$ cat config.mk
export PLATFORM = sky130hd
export DESIGN_NAME = cordic_sincos
export DESIGN_NICKNAME = d
export VERILOG_FILES = /design/src/rtl/cordic_sincos_pkg.sv /design/src/rtl/cordic_sincos_front.sv /design/src/rtl/cordic_sincos_rot.sv /design/src/rtl/cordic_sincos_stage_reg.sv /design/src/rtl/cordic_sincos.sv
export SDC_FILE = /design/constraint.sdc
export NUM_CORES = 1
export LEC_CHECK = 0
export BUFFER_PORTS_ARGS = -buffer_cell sky130_fd_sc_hd__buf_2
export CAP_MARGIN = 40
export CORE_MARGIN = 3
export CORE_UTILIZATION = 55
export CTS_BUF_LIST = sky130_fd_sc_hd__clkbuf_8
export CTS_CLUSTER_SIZE = 14
export DETAILED_ROUTE_END_ITERATION = 10
export PLACE_DENSITY = 0.72
export SYNTH_ARGS = -nofsm -noshare
export SYNTH_HDL_FRONTEND = slang
export SYNTH_SLANG_ARGS = --single-unit
$ cat constraint.sdc
create_clock -name clk -period 12.8 [get_ports clk]
set_clock_uncertainty 0.15 [all_clocks]
set_input_delay 0.64 -clock clk [delete_from_list [all_inputs] [get_ports clk]]
set_output_delay 0.64 -clock clk [all_outputs]
set_load 0.03 [all_outputs]
$ cat src/rtl/cordic_sincos_pkg.sv
package cordic_sincos_pkg;

    localparam int DW   = 16;
    localparam int FRAC = 13;
    // reciprocal of rotation gain for eight or more rotations, 13 fractional bits
    localparam int START_X = 4975;

    typedef logic signed [DW-1:0] word_t;

    typedef struct packed {
        word_t x;
        word_t y;
        word_t z;
    } vec_t;

    typedef struct packed {
        logic valid;
        vec_t v;
    } beat_t;

    // arctan(2^-k), 13 fractional bits
    function automatic int atan_lsb(input int k);
        case (k)
            0:       atan_lsb = 6434;
            1:       atan_lsb = 3798;
            2:       atan_lsb = 2007;
            3:       atan_lsb = 1019;
            4:       atan_lsb = 511;
            5:       atan_lsb = 256;
            6:       atan_lsb = 128;
            7:       atan_lsb = 64;
            8:       atan_lsb = 32;
            9:       atan_lsb = 16;
            10:      atan_lsb = 8;
            11:      atan_lsb = 4;
            12:      atan_lsb = 2;
            default: atan_lsb = 1;
        endcase
    endfunction

    // x,y after the first three rotations; pat[2] is the first direction (1 = positive)
    function automatic logic [2*DW-1:0] front_pair(input int pat);
        int x;
        int y;
        int nx;
        int ny;
        x = START_X;
        y = 0;
        for (int k = 0; k < 3; k++) begin
            if (((pat >> (2 - k)) & 1) == 1) begin
                nx = x - (y >>> k);
                ny = y + (x >>> k);
            end else begin
                nx = x + (y >>> k);
                ny = y - (x >>> k);
            end
            x = nx;
            y = ny;
        end
        front_pair = {DW'(x), DW'(y)};
    endfunction

    function automatic word_t turn_angle(input word_t z, input logic pos, input int k);
        word_t a;
        a = DW'(atan_lsb(k));
        turn_angle = pos ? (z - a) : (z + a);
    endfunction

endpackage

$ cat src/rtl/cordic_sincos_front.sv
module cordic_sincos_front
    import cordic_sincos_pkg::*;
(
    input  word_t angle,
    output vec_t  vout
);
    localparam int NPAT = 8;

    logic [2*DW-1:0] pair_lut [NPAT];

    generate
        for (genvar p = 0; p < NPAT; p++) begin : g_lut
            assign pair_lut[p] = front_pair(p);
        end
    endgenerate

    logic  dir1, dir2, dir3;
    word_t z1, z2, z3;
    logic [2:0] sel;

    always_comb begin
        dir1 = ~angle[DW-1];
        z1   = turn_angle(angle, dir1, 0);
        dir2 = ~z1[DW-1];
        z2   = turn_angle(z1, dir2, 1);
        dir3 = ~z2[DW-1];
        z3   = turn_angle(z2, dir3, 2);
        sel  = {dir1, dir2, dir3};
        vout.x = pair_lut[sel][2*DW-1:DW];
        vout.y = pair_lut[sel][DW-1:0];
        vout.z = z3;
    end

endmodule

$ cat src/rtl/cordic_sincos_rot.sv
module cordic_sincos_rot
    import cordic_sincos_pkg::*;
#(
    parameter int SHIFT = 3
) (
    input  vec_t vin,
    output vec_t vout
);
    word_t xs, ys, xi, yi;
    logic  pos;

    always_comb begin
        xi  = vin.x;
        yi  = vin.y;
        xs  = xi >>> SHIFT;
        ys  = yi >>> SHIFT;
        pos = ~vin.z[DW-1];
        if (pos) begin
            vout.x = xi - ys;
            vout.y = yi + xs;
        end else begin
            vout.x = xi + ys;
            vout.y = yi - xs;
        end
        vout.z = turn_angle(vin.z, pos, SHIFT);
    end

endmodule

$ cat src/rtl/cordic_sincos_stage_reg.sv
module cordic_sincos_stage_reg
    import cordic_sincos_pkg::*;
(
    input  logic  clk,
    input  logic  rst,
    input  beat_t din,
    output beat_t dout
);
    always_ff @(posedge clk) begin
        if (rst) begin
            dout <= '0;
        end else begin
            dout.valid <= din.valid;
            if (din.valid) begin
                dout.v <= din.v;
            end
        end
    end

endmodule

$ cat src/rtl/cordic_sincos.sv
module cordic_sincos
    import cordic_sincos_pkg::*;
#(
    parameter int NSTAGE   = 8,
    parameter int PIPELINE = 1
) (
    input  logic          clk,
    input  logic          rst,
    input  logic          ang_valid,
    input  logic [DW-1:0] ang_in,
    output logic          res_valid,
    output logic [DW-1:0] res_cos,
    output logic [DW-1:0] res_sin
);
    localparam int FRONT = 3;

    beat_t front_b, mid_b, tail_b, out_b;
    vec_t  chain [FRONT:NSTAGE];

    cordic_sincos_front u_front (
        .angle (word_t'(ang_in)),
        .vout  (front_b.v)
    );
    assign front_b.valid = ang_valid;

    generate
        if (PIPELINE != 0) begin : g_mid_reg
            cordic_sincos_stage_reg u_mid (
                .clk  (clk),
                .rst  (rst),
                .din  (front_b),
                .dout (mid_b)
            );
        end else begin : g_mid_wire
            assign mid_b = front_b;
        end
    endgenerate

    assign chain[FRONT] = mid_b.v;

    generate
        for (genvar i = FRONT; i < NSTAGE; i++) begin : g_rot
            cordic_sincos_rot #(.SHIFT(i)) u_rot (
                .vin  (chain[i]),
                .vout (chain[i+1])
            );
        end
    endgenerate

    assign tail_b.valid = mid_b.valid;
    assign tail_b.v     = chain[NSTAGE];

    generate
        if (PIPELINE != 0) begin : g_out_reg
            cordic_sincos_stage_reg u_out (
                .clk  (clk),
                .rst  (rst),
                .din  (tail_b),
                .dout (out_b)
            );
        end else begin : g_out_wire
            assign out_b = tail_b;
        end
    endgenerate

    assign res_valid = out_b.valid;
    assign res_cos   = out_b.v.x;
    assign res_sin   = out_b.v.y;

endmodule

# == Word level (Yosys, flattened, before mapping) ==
# Memory sizes are Yosys's and may differ from the RTL's. A register that Yosys moved wholly into a read port is not among the register bits.
# Cells that the tools add are included.
# word_totals
regBits,50
mem_bits_ro,256
memories,1
# op_classes
n_addsub,34
mux,12
bitwise,4
# memory_table
name,depth,word_bits,rd,rd_ports_with_merged_regs,write_ports,line_no,rtl
(no name shown),8,32,1,1,0,cordic_sincos_front.sv:29,vout.x = pair_lut[sel][2*DW-1:DW];
# ops
cell,n
$mux W32,5
$mux W16,7
$add A16 B10 Y16,2
$add A16 B10 Y16 const B,2
$add A16 B11 Y16,2
$add A16 B12 Y16,2
$add A16 B13 Y16,2
$add A16 B9 Y16,2
$sub A16 B10 Y16,2
$sub A16 B10 Y16 const B,2
$sub A16 B11 Y16,2
$sub A16 B12 Y16,2
$sub A16 B13 Y16,2
$sub A16 B9 Y16,2
$add A16 B11 Y16 const B,1
$add A16 B12 Y16 const B,1
$add A16 B13 Y16 const B,1
$add A16 B14 Y16 const B,1
$add A16 B9 Y16 const B,1
$sub A16 B11 Y16 const B,1
$sub A16 B12 Y16 const B,1
$sub A16 B13 Y16 const B,1
$sub A16 B14 Y16 const B,1
$sub A16 B9 Y16 const B,1
2 further kinds,4

# == Depth between registers and ports, before layout ==
# Gate-level depths: netlist of run 1.
# logic_depth
word_depth,10
ltp_mapped,63
depth_no_buf,63

# == By module ==
# From an unflattened synthesis of run 1, not the netlist that was laid out.
# hier_totals
hier_cells,2259
area_unflattened_um2,17713.2
# by_module_without_submodules
mod,n_inst,cells_per_inst,area_each_um2,seq_area_each_um2
cordic_sincos_stage_reg,2,157,1737.9,980.9
cordic_sincos_rot (g_rot[4].u_rot),1,365,2657.5,0.0
cordic_sincos_rot (g_rot[3].u_rot),1,352,2556.2,0.0
cordic_sincos_rot (g_rot[7].u_rot),1,319,2333.5,0.0
cordic_sincos_rot (g_rot[6].u_rot),1,311,2250.9,0.0
cordic_sincos_front,1,298,2235.9,0.0
cordic_sincos_rot (g_rot[5].u_rot),1,300,2203.4,0.0

# == Least setup slack after synthesis of run 1 ==
# No wires, ideal clock.
# synth_path
path_kind,reg2reg
startpoint,"register, netlist name g_mid_reg.u_mid.dout[27]"
endpoint,register g_out_reg.u_out.dout[46] in the netlist's numbering
arrival_ps,12483
setup_slack_ps,96
path_stages_with_launch,59
path_buffers,0
cell_sequence,dfxtp_1 -> inv_1 -> ha_1 -> nand2b_1 -> or3_1 -> o21ai_0 -> xnor2_1 -> ha_1 -> nand2_1 -> o21ai_0 -> nand2_1 -> or4_1 -> a31o_1 -> or4_4 -> or4_4 -> and2_1 -> xnor2_1 -> ha_1 -> [... 23 more ...] -> xnor2_1 -> inv_1 -> or3_1 -> nor2_1 -> nor2_1 -> xor2_1 -> ha_1 -> a21boi_0 -> o21ai_0 -> a21boi_0 -> o21ai_0 -> a21boi_0 -> o21ai_0 -> a21boi_0 -> o21a_1 -> nor3_1 -> nand3b_1 -> a21oi_1
# synth_between
elab_chain_len,10
elab_cells_between_ends,23
cone_classes,add/sub (18); mux (5)
# synth_rtl
item,line_no,rtl
"$sub A16 B13 Y16, or another cell as far along",cordic_sincos_rot.sv:19,vout.x = xi - ys;
$mux W32 (*),cordic_sincos_rot.sv:18,if (pos) begin
"$add A16 B12 Y16, or another cell as far along",cordic_sincos_rot.sv:20,vout.y = yi + xs;
$mux W32 (*),cordic_sincos_rot.sv:18,
"$sub A16 B11 Y16, or another cell as far along",cordic_sincos_rot.sv:19,
$mux W32 (*),cordic_sincos_rot.sv:18,
"$sub A16 B10 Y16, or another cell as far along",cordic_sincos_rot.sv:19,
$mux W32 (*),cordic_sincos_rot.sv:18,
$sub A16 B9 Y16 or $add A16 B9 Y16 (tied branches),"cordic_sincos_rot.sv:19, cordic_sincos_rot.sv:22",
$mux W32 (*),cordic_sincos_rot.sv:18,
to (decl),cordic_sincos_stage_reg.sv:7,output beat_t dout
# Mark *: on every way between the ends. The rest lies on a longest branch, timed or not.
# A chain may end at the register's enable or synchronous reset.

# == Final worst setup path of run 1 ==
# layout_path
startpoint,"register, netlist name g_mid_reg.u_mid.dout[43]"
endpoint,register g_out_reg.u_out.dout[31] in the netlist's numbering
# layout_between
elab_chain_len,10
elab_cells_between_ends,23
cone_classes,add/sub (18); mux (5)
# layout_rtl
item,line_no
"$add A16 B13 Y16, or another cell as far along",cordic_sincos_rot.sv:20
$mux W32 (*),cordic_sincos_rot.sv:18
"$sub A16 B12 Y16, or another cell as far along",cordic_sincos_rot.sv:19
$mux W32 (*),cordic_sincos_rot.sv:18
"$add A16 B11 Y16, or another cell as far along",cordic_sincos_rot.sv:20
$mux W32 (*),cordic_sincos_rot.sv:18
"$add A16 B10 Y16, or another cell as far along",cordic_sincos_rot.sv:20
$mux W32 (*),cordic_sincos_rot.sv:18
$add A16 B9 Y16 or $sub A16 B9 Y16 (tied branches),"cordic_sincos_rot.sv:20, cordic_sincos_rot.sv:23"
$mux W32 (*),cordic_sincos_rot.sv:18
# Marked as above.

==> impl_metrics.env, run 1 <==
export IMPL_status="completed"
export IMPL_syn_num_nets=2275
export IMPL_final_area_um2=17500
export IMPL_core_area_um2=26400
export IMPL_setup_violations=0
export IMPL_ys_ff_latch=71
export IMPL_regArea_um2=1420
export IMPL_worst_setup_path_type="flop to flop"
export IMPL_syn_to_final_growth_pct=17.6
export IMPL_place_congestion=0.924
export IMPL_clock_latency_ns=0.36
export IMPL_yosysWarningCount=0
export IMPL_finalCritPeriodShare_pct=96.2
export IMPL_gr_usage_all_layers_pct=25.8
export IMPL_crit_path_end_kind="flop"
export IMPL_grt_pass1_wl_um=63300
export IMPL_pin_count=52
export IMPL_drt_iter0_drc=758
export IMPL_yosysTopAreaCell="ha_1"
export IMPL_diodes=0
export IMPL_num_fill_cells=2276
export IMPL_die_y_um=171
export IMPL_rr_worst_depth=60
export IMPL_holdCritPathClass="flop to flop"
export IMPL_die_x_um=171
export IMPL_final_net_count=2464
export IMPL_drt_wirelength_per_cell_um=15.7
export IMPL_ys_types=78
export IMPL_cts_sink_count=71
export IMPL_portBuffers=51
export IMPL_slew_violations=0
export IMPL_dpl_hpwl_um=32300
export IMPL_cts_hold_buf=0
export IMPL_vias=14484
export IMPL_synth_top_area_share_pct=22.5
export IMPL_drc=0
export IMPL_period_needed_ns=12.31
export IMPL_drv_cap=0
export IMPL_grt_pass1_vias=13669
export IMPL_routed_via_density=5.79
export IMPL_root_buffer="clkbuf_8"
export IMPL_async_reset_ff_share_pct=0
export IMPL_yosysMostFrequentCell="ha_1"
export IMPL_yosysSeqAreaShare_pct=9.55
export IMPL_synth_edf_count=0
export IMPL_crit_required_ns=12.85
export IMPL_synth_area_leaders="ha_1 23%, dfxtp_1 9.5%, xnor2_1 9.2%, nor2_1 5.8%, a21oi_1 5.8%"
export IMPL_antenna_found_initial=0
export IMPL_synthCells=1974
export IMPL_grt_max_degree=72
export IMPL_crit_arrival_ns=12.37
export IMPL_syn_avg_cell_area_um2=7.54
export IMPL_tightest_slew_ns=0.961
export IMPL_relSlewSlack_pct=35.5
export IMPL_start_kind="flop"
export IMPL_htreeDepth=3
export IMPL_cpMaxStageDelayCell="or4_4"
export IMPL_ant_nets=0
export IMPL_ys_top_cells_by_count="268 x ha_1, 231 x nor2_1, 172 x a21oi_1"
export IMPL_post_dp_cell_area_um2=16600
export IMPL_dr_pass1_iters=7
export IMPL_wl_um=39400
export IMPL_drive_above_1_share_pct=17.1
export IMPL_synth_flop_cell="dfxtp_1"
export IMPL_cts_buffer_depth=2
export IMPL_grt_ovfl_total=0
export IMPL_whs_path_depth=2
export IMPL_multi_input_area_um2=13300
export IMPL_dieArea_um2=29100
export IMPL_crit_fanout=9
export IMPL_max_freq_ghz=0.0812
export IMPL_slowest_delay_ns=0.54
export IMPL_crit_top_cell="xnor2_1"
export IMPL_rows=59
export IMPL_cts_tree="yes"
export IMPL_clkTransAtPathRegs_ns=0.09
export IMPL_numCtsBuffers=9
export IMPL_hold_viol=0
export IMPL_start_util_pct=56.5
export IMPL_synth_area_um2=14900
logic make-up (layout without fill, tap and decap cells):
group | count (synthesis) | count (layout) | share of synthesized area (%)
adder cells (fa/ha/maj) | 282 | 282 | 24.4
multiplexers | 55 | 55 | 3.93
buffers and inverters | 186 | 380 | 4.72
XOR/XNOR | 246 | 246 | 15.0
flip-flops | 71 | 71 | 9.55
AND/OR/NAND/NOR | 551 | 551 | 17.5
AO/OA/AOI/OAI | 583 | 583 | 24.9
final cells by class:
cell class              instances  area share, %
flip-flops and latches         71           8.13
inverters                     143           3.12
clock buffers                   9          0.708
well taps                     335           2.39
multi-input cells            1717           76.2
repair buffers                221           8.93
clock inverters                 7          0.550
metal layers:
layer / wire length [um] / vias to the layer above / GRT usage (%)
li1: - / 7424 / -
met1: 17300 / 6723 / 31.8
met2: 19800 / 285 / 47.9
met3: 1560 / 52 / 3.47
met4: 660 / 0 / 5.47
met5: 0 / - / 0
layout by cell type, fill, tap and decap left out, types with 14 or more instances in the layout:
cell type	n
a211oi_1	31
a21o_1	67
a21oi_1	156
a21oi_2	18
buf_2	51
buf_4	166
dfxtp_1	70
fa_1	14
ha_1	262
inv_1	136
mux2i_1	38
nand2_1	95
nand2b_1	21
nand3_1	27
nor2_1	228
nor2b_1	30
nor3_1	44
o21a_1	34
o21ai_0	92
o21ai_1	29
o21bai_1	23
xnor2_1	145
xor2_1	81
state kept, by name, summed over array words and instances (netlist names):
name / flops
g_mid_reg.u_mid.dout: 38
g_out_reg.u_out.dout: 33
critical path: cells and delay by family, from the launching register on:
| family | cells | cell delay [ns] |
|---|---|---|
| buf+inv | 7 | 1.00 |
| xor+xnor | 10 | 1.80 |
| compound gates | 19 | 3.19 |
| flops | 1 | 0.32 |
| fa+ha+maj | 5 | 1.48 |
| simple gates | 19 | 4.20 |
path summary, 6_finish.rpt:
path / startpoint / slack, ns / end
max: g_mid_reg.u_mid.dout[43] / 0.49 / g_out_reg.u_out.dout[31]
min: g_out_reg.u_out.dout[30] / 0.31 / g_out_reg.u_out.dout[30]
max reg2reg: g_mid_reg.u_mid.dout[43] / 0.49 / g_out_reg.u_out.dout[31]
min reg2reg: g_out_reg.u_out.dout[30] / 0.31 / g_out_reg.u_out.dout[30]
per-stage QoR:
step | setup TNS, ns | hold WS [ns] | setup slack [ns] | std cells | utilization (%)
after floorplan | 0 | 0.295 | 0.0962 | 1974 | -
after global placement | 0 | 0.297 | 0.0583 | 2472 | 62.8
after detailed placement | -0.422 | 0.302 | -0.268 | 2473 | 62.9
after CTS | 0 | 0.315 | 0.0364 | 2489 | 63.8
after global routing | -0.399 | 0.339 | -0.122 | 2503 | 66.4
final | 0 | 0.314 | 0.489 | 2503 | 66.4
what timing repair did:
| action | in CTS | in global routing |
|---|---|---|
| pin swaps | 0 | 52 |
| cloned | 0 | 0 |
| gates resized for setup | 9 | 146 |
| setup buffers | 0 | 14 |
| endpoints found under the setup margin | 4 | 17 |
Power of run 1 is not shown: default switching activity piles up to over one toggle a cycle in this logic, so the estimate is an artifact.
==> run 2, diff against run 1 <==
--- a/config.mk
+++ b/config.mk
@@ -7,6 +7,7 @@
 export LEC_CHECK = 0
 export BUFFER_PORTS_ARGS = -buffer_cell sky130_fd_sc_hd__buf_2
 export CAP_MARGIN = 40
+export CORE_ASPECT_RATIO = 0.5
 export CORE_MARGIN = 3
 export CORE_UTILIZATION = 55
 export CTS_BUF_LIST = sky130_fd_sc_hd__clkbuf_8
==> impl_metrics.env, run 2 (synthesis results as in run 1) <==
export IMPL_cts_buffer_depth=2
export IMPL_largest_register_ffs=38
export IMPL_ant_nets=0
export IMPL_dpl_hpwl_um=32000
export IMPL_htreeDepth=3
export IMPL_pin_count=52
export IMPL_r2r_start="g_mid_reg.u_mid.dout[27]"
export IMPL_regMostFlops="g_mid_reg.u_mid.dout"
export IMPL_drc=0
export IMPL_final_net_count=2482
export IMPL_r2r_end="g_out_reg.u_out.dout[47]"
export IMPL_worst_setup_path_type="flop to flop"
export IMPL_mostFrequentLayoutCells="263 x ha_1, 226 x nor2_1, 185 x buf_4"
export IMPL_grt_pass1_wl_um=63300
export IMPL_crit_top_cell="xnor2_1"
export IMPL_relSlewSlack_pct=46.3
export IMPL_cts_tree="yes"
export IMPL_core_area_um2=25900
export IMPL_vias=14541
export IMPL_hold_viol=0
export IMPL_crit_arrival_ns=12.53
export IMPL_antenna_found_initial=0
export IMPL_tightest_slew_ns=0.799
export IMPL_syn_to_final_growth_pct=18.7
export IMPL_wl_um=39100
export IMPL_cts_hold_buf=0
export IMPL_cts_sink_count=71
export IMPL_final_area_um2=17700
export IMPL_grt_ovfl_total=0
export IMPL_cpMaxStageDelayCell="or4_4"
export IMPL_dr_pass1_iters=6
export IMPL_routed_via_density=5.75
export IMPL_numCtsBuffers=9
export IMPL_portBuffers=51
export IMPL_finalCritPeriodShare_pct=96.7
export IMPL_drv_cap=0
export IMPL_diodes=0
export IMPL_rr_worst_depth=58
export IMPL_crit_required_ns=12.95
export IMPL_clock_latency_ns=0.41
export IMPL_grt_max_degree=72
export IMPL_fin_hold_ws_ns=0.321
export IMPL_cp_endpoint="g_out_reg.u_out.dout[47]"
export IMPL_crit_path_end_kind="flop"
export IMPL_r2r_setup_slack_ns=0.42
export IMPL_start_util_pct=57.5
export IMPL_crit_fanout=4
export IMPL_start_kind="flop"
export IMPL_clkTransAtPathRegs_ns=0.10
export IMPL_root_buffer="clkbuf_8"
export IMPL_largest_registers="g_mid_reg.u_mid.dout (38), g_out_reg.u_out.dout (33)"
export IMPL_max_freq_ghz=0.0808
export IMPL_crit_start="g_mid_reg.u_mid.dout[27]"
export IMPL_setup_violations=0
export IMPL_status="completed"
export IMPL_place_congestion=0.934
export IMPL_post_dp_cell_area_um2=16700
export IMPL_drt_wirelength_per_cell_um=15.5
export IMPL_fin_util_pct=68.2
export IMPL_holdCritPathClass="flop to flop"
export IMPL_grt_pass1_vias=13360
export IMPL_slowest_delay_ns=0.57
export IMPL_die_y_um=122
export IMPL_gr_usage_all_layers_pct=26.2
export IMPL_period_needed_ns=12.38
export IMPL_die_x_um=239
export IMPL_num_fill_cells=2195
export IMPL_final_common_cell="ha_1"
export IMPL_drt_iter0_drc=886
export IMPL_rows=41
export IMPL_slew_violations=0
export IMPL_dieArea_um2=29200
export IMPL_drive_above_1_share_pct=18.3
run 2: cell types whose count changed in the layout (fill, tap and decap cells not counted), moves of 4 or more:
| cell | previous run | this run |
|---|---|---|
| buf_4 | 166 | 185 |
| o21ai_1 | 29 | 24 |
| o21ai_2 | 2 | 7 |
| xor2_1 | 81 | 77 |
| xor2_2 | 2 | 6 |
run 2: repair_timing:
item                       4_1_cts  5_1_grt
cloned                           0        0
pin swaps                        1       44
setup endpoints to repair        5       17
setup buffers                    1       12
resized for setup               11      149
hold endpoints to repair         0        0
run 2: worst min-delay path by stage:
stage | start | end | cells past startpoint
floorplan | g_mid_reg.u_mid.dout[4] | g_mid_reg.u_mid.dout[4] | 2
global placement | g_out_reg.u_out.dout[46] | g_out_reg.u_out.dout[46] | 2
detailed placement | g_out_reg.u_out.dout[30] | g_out_reg.u_out.dout[30] | 2
CTS | ang_in[0] | g_mid_reg.u_mid.dout[0] | 2
global route | ang_in[0] | g_mid_reg.u_mid.dout[0] | 2
finish | g_out_reg.u_out.dout[46] | g_out_reg.u_out.dout[46] | 2
run 2: critical path, delay by kind of cell, from the launching register on:
family          cells  cell delay (ns)
compound gates     19             3.38
buf+inv             5             0.70
simple gates       18             4.69
xor+xnor           10             1.33
fa+ha+maj           6             1.72
flops               1             0.31
run 2: final cells by class:
class	count	area, um2	area share (%)
clock buffer	9	124	0.701
tap	344	430	2.44
timing repair buffer	239	1700	9.61
sequential	71	1420	8.05
inverter	143	542	3.07
clock inverter	7	96.3	0.545
multi-input combinational	1717	13400	75.6
run 2: routing by layer:
layer	vias to the layer above	track usage, %	share of wire [%]	routed length (um)
met5	-	0	0	0
met4	0	7.35	2.4	935
met3	68	3.28	4.0	1580
met2	306	44.2	45	17500
met1	6691	35.4	49	19100
li1	7476	-	-	-
run 2: per-stage QoR:
stage / setup TNS [ns] / std cells / setup slack (ns)
after floorplan: 0 / 1974 / 0.0962
after global placement: 0 / 2499 / 0.0952
final: 0 / 2530 / 0.417
after CTS: 0 / 2518 / 0.00664
after detailed placement: -0.541 / 2501 / -0.222
after global routing: -0.535 / 2530 / -0.192
Power of run 2 is left out for the same reason.
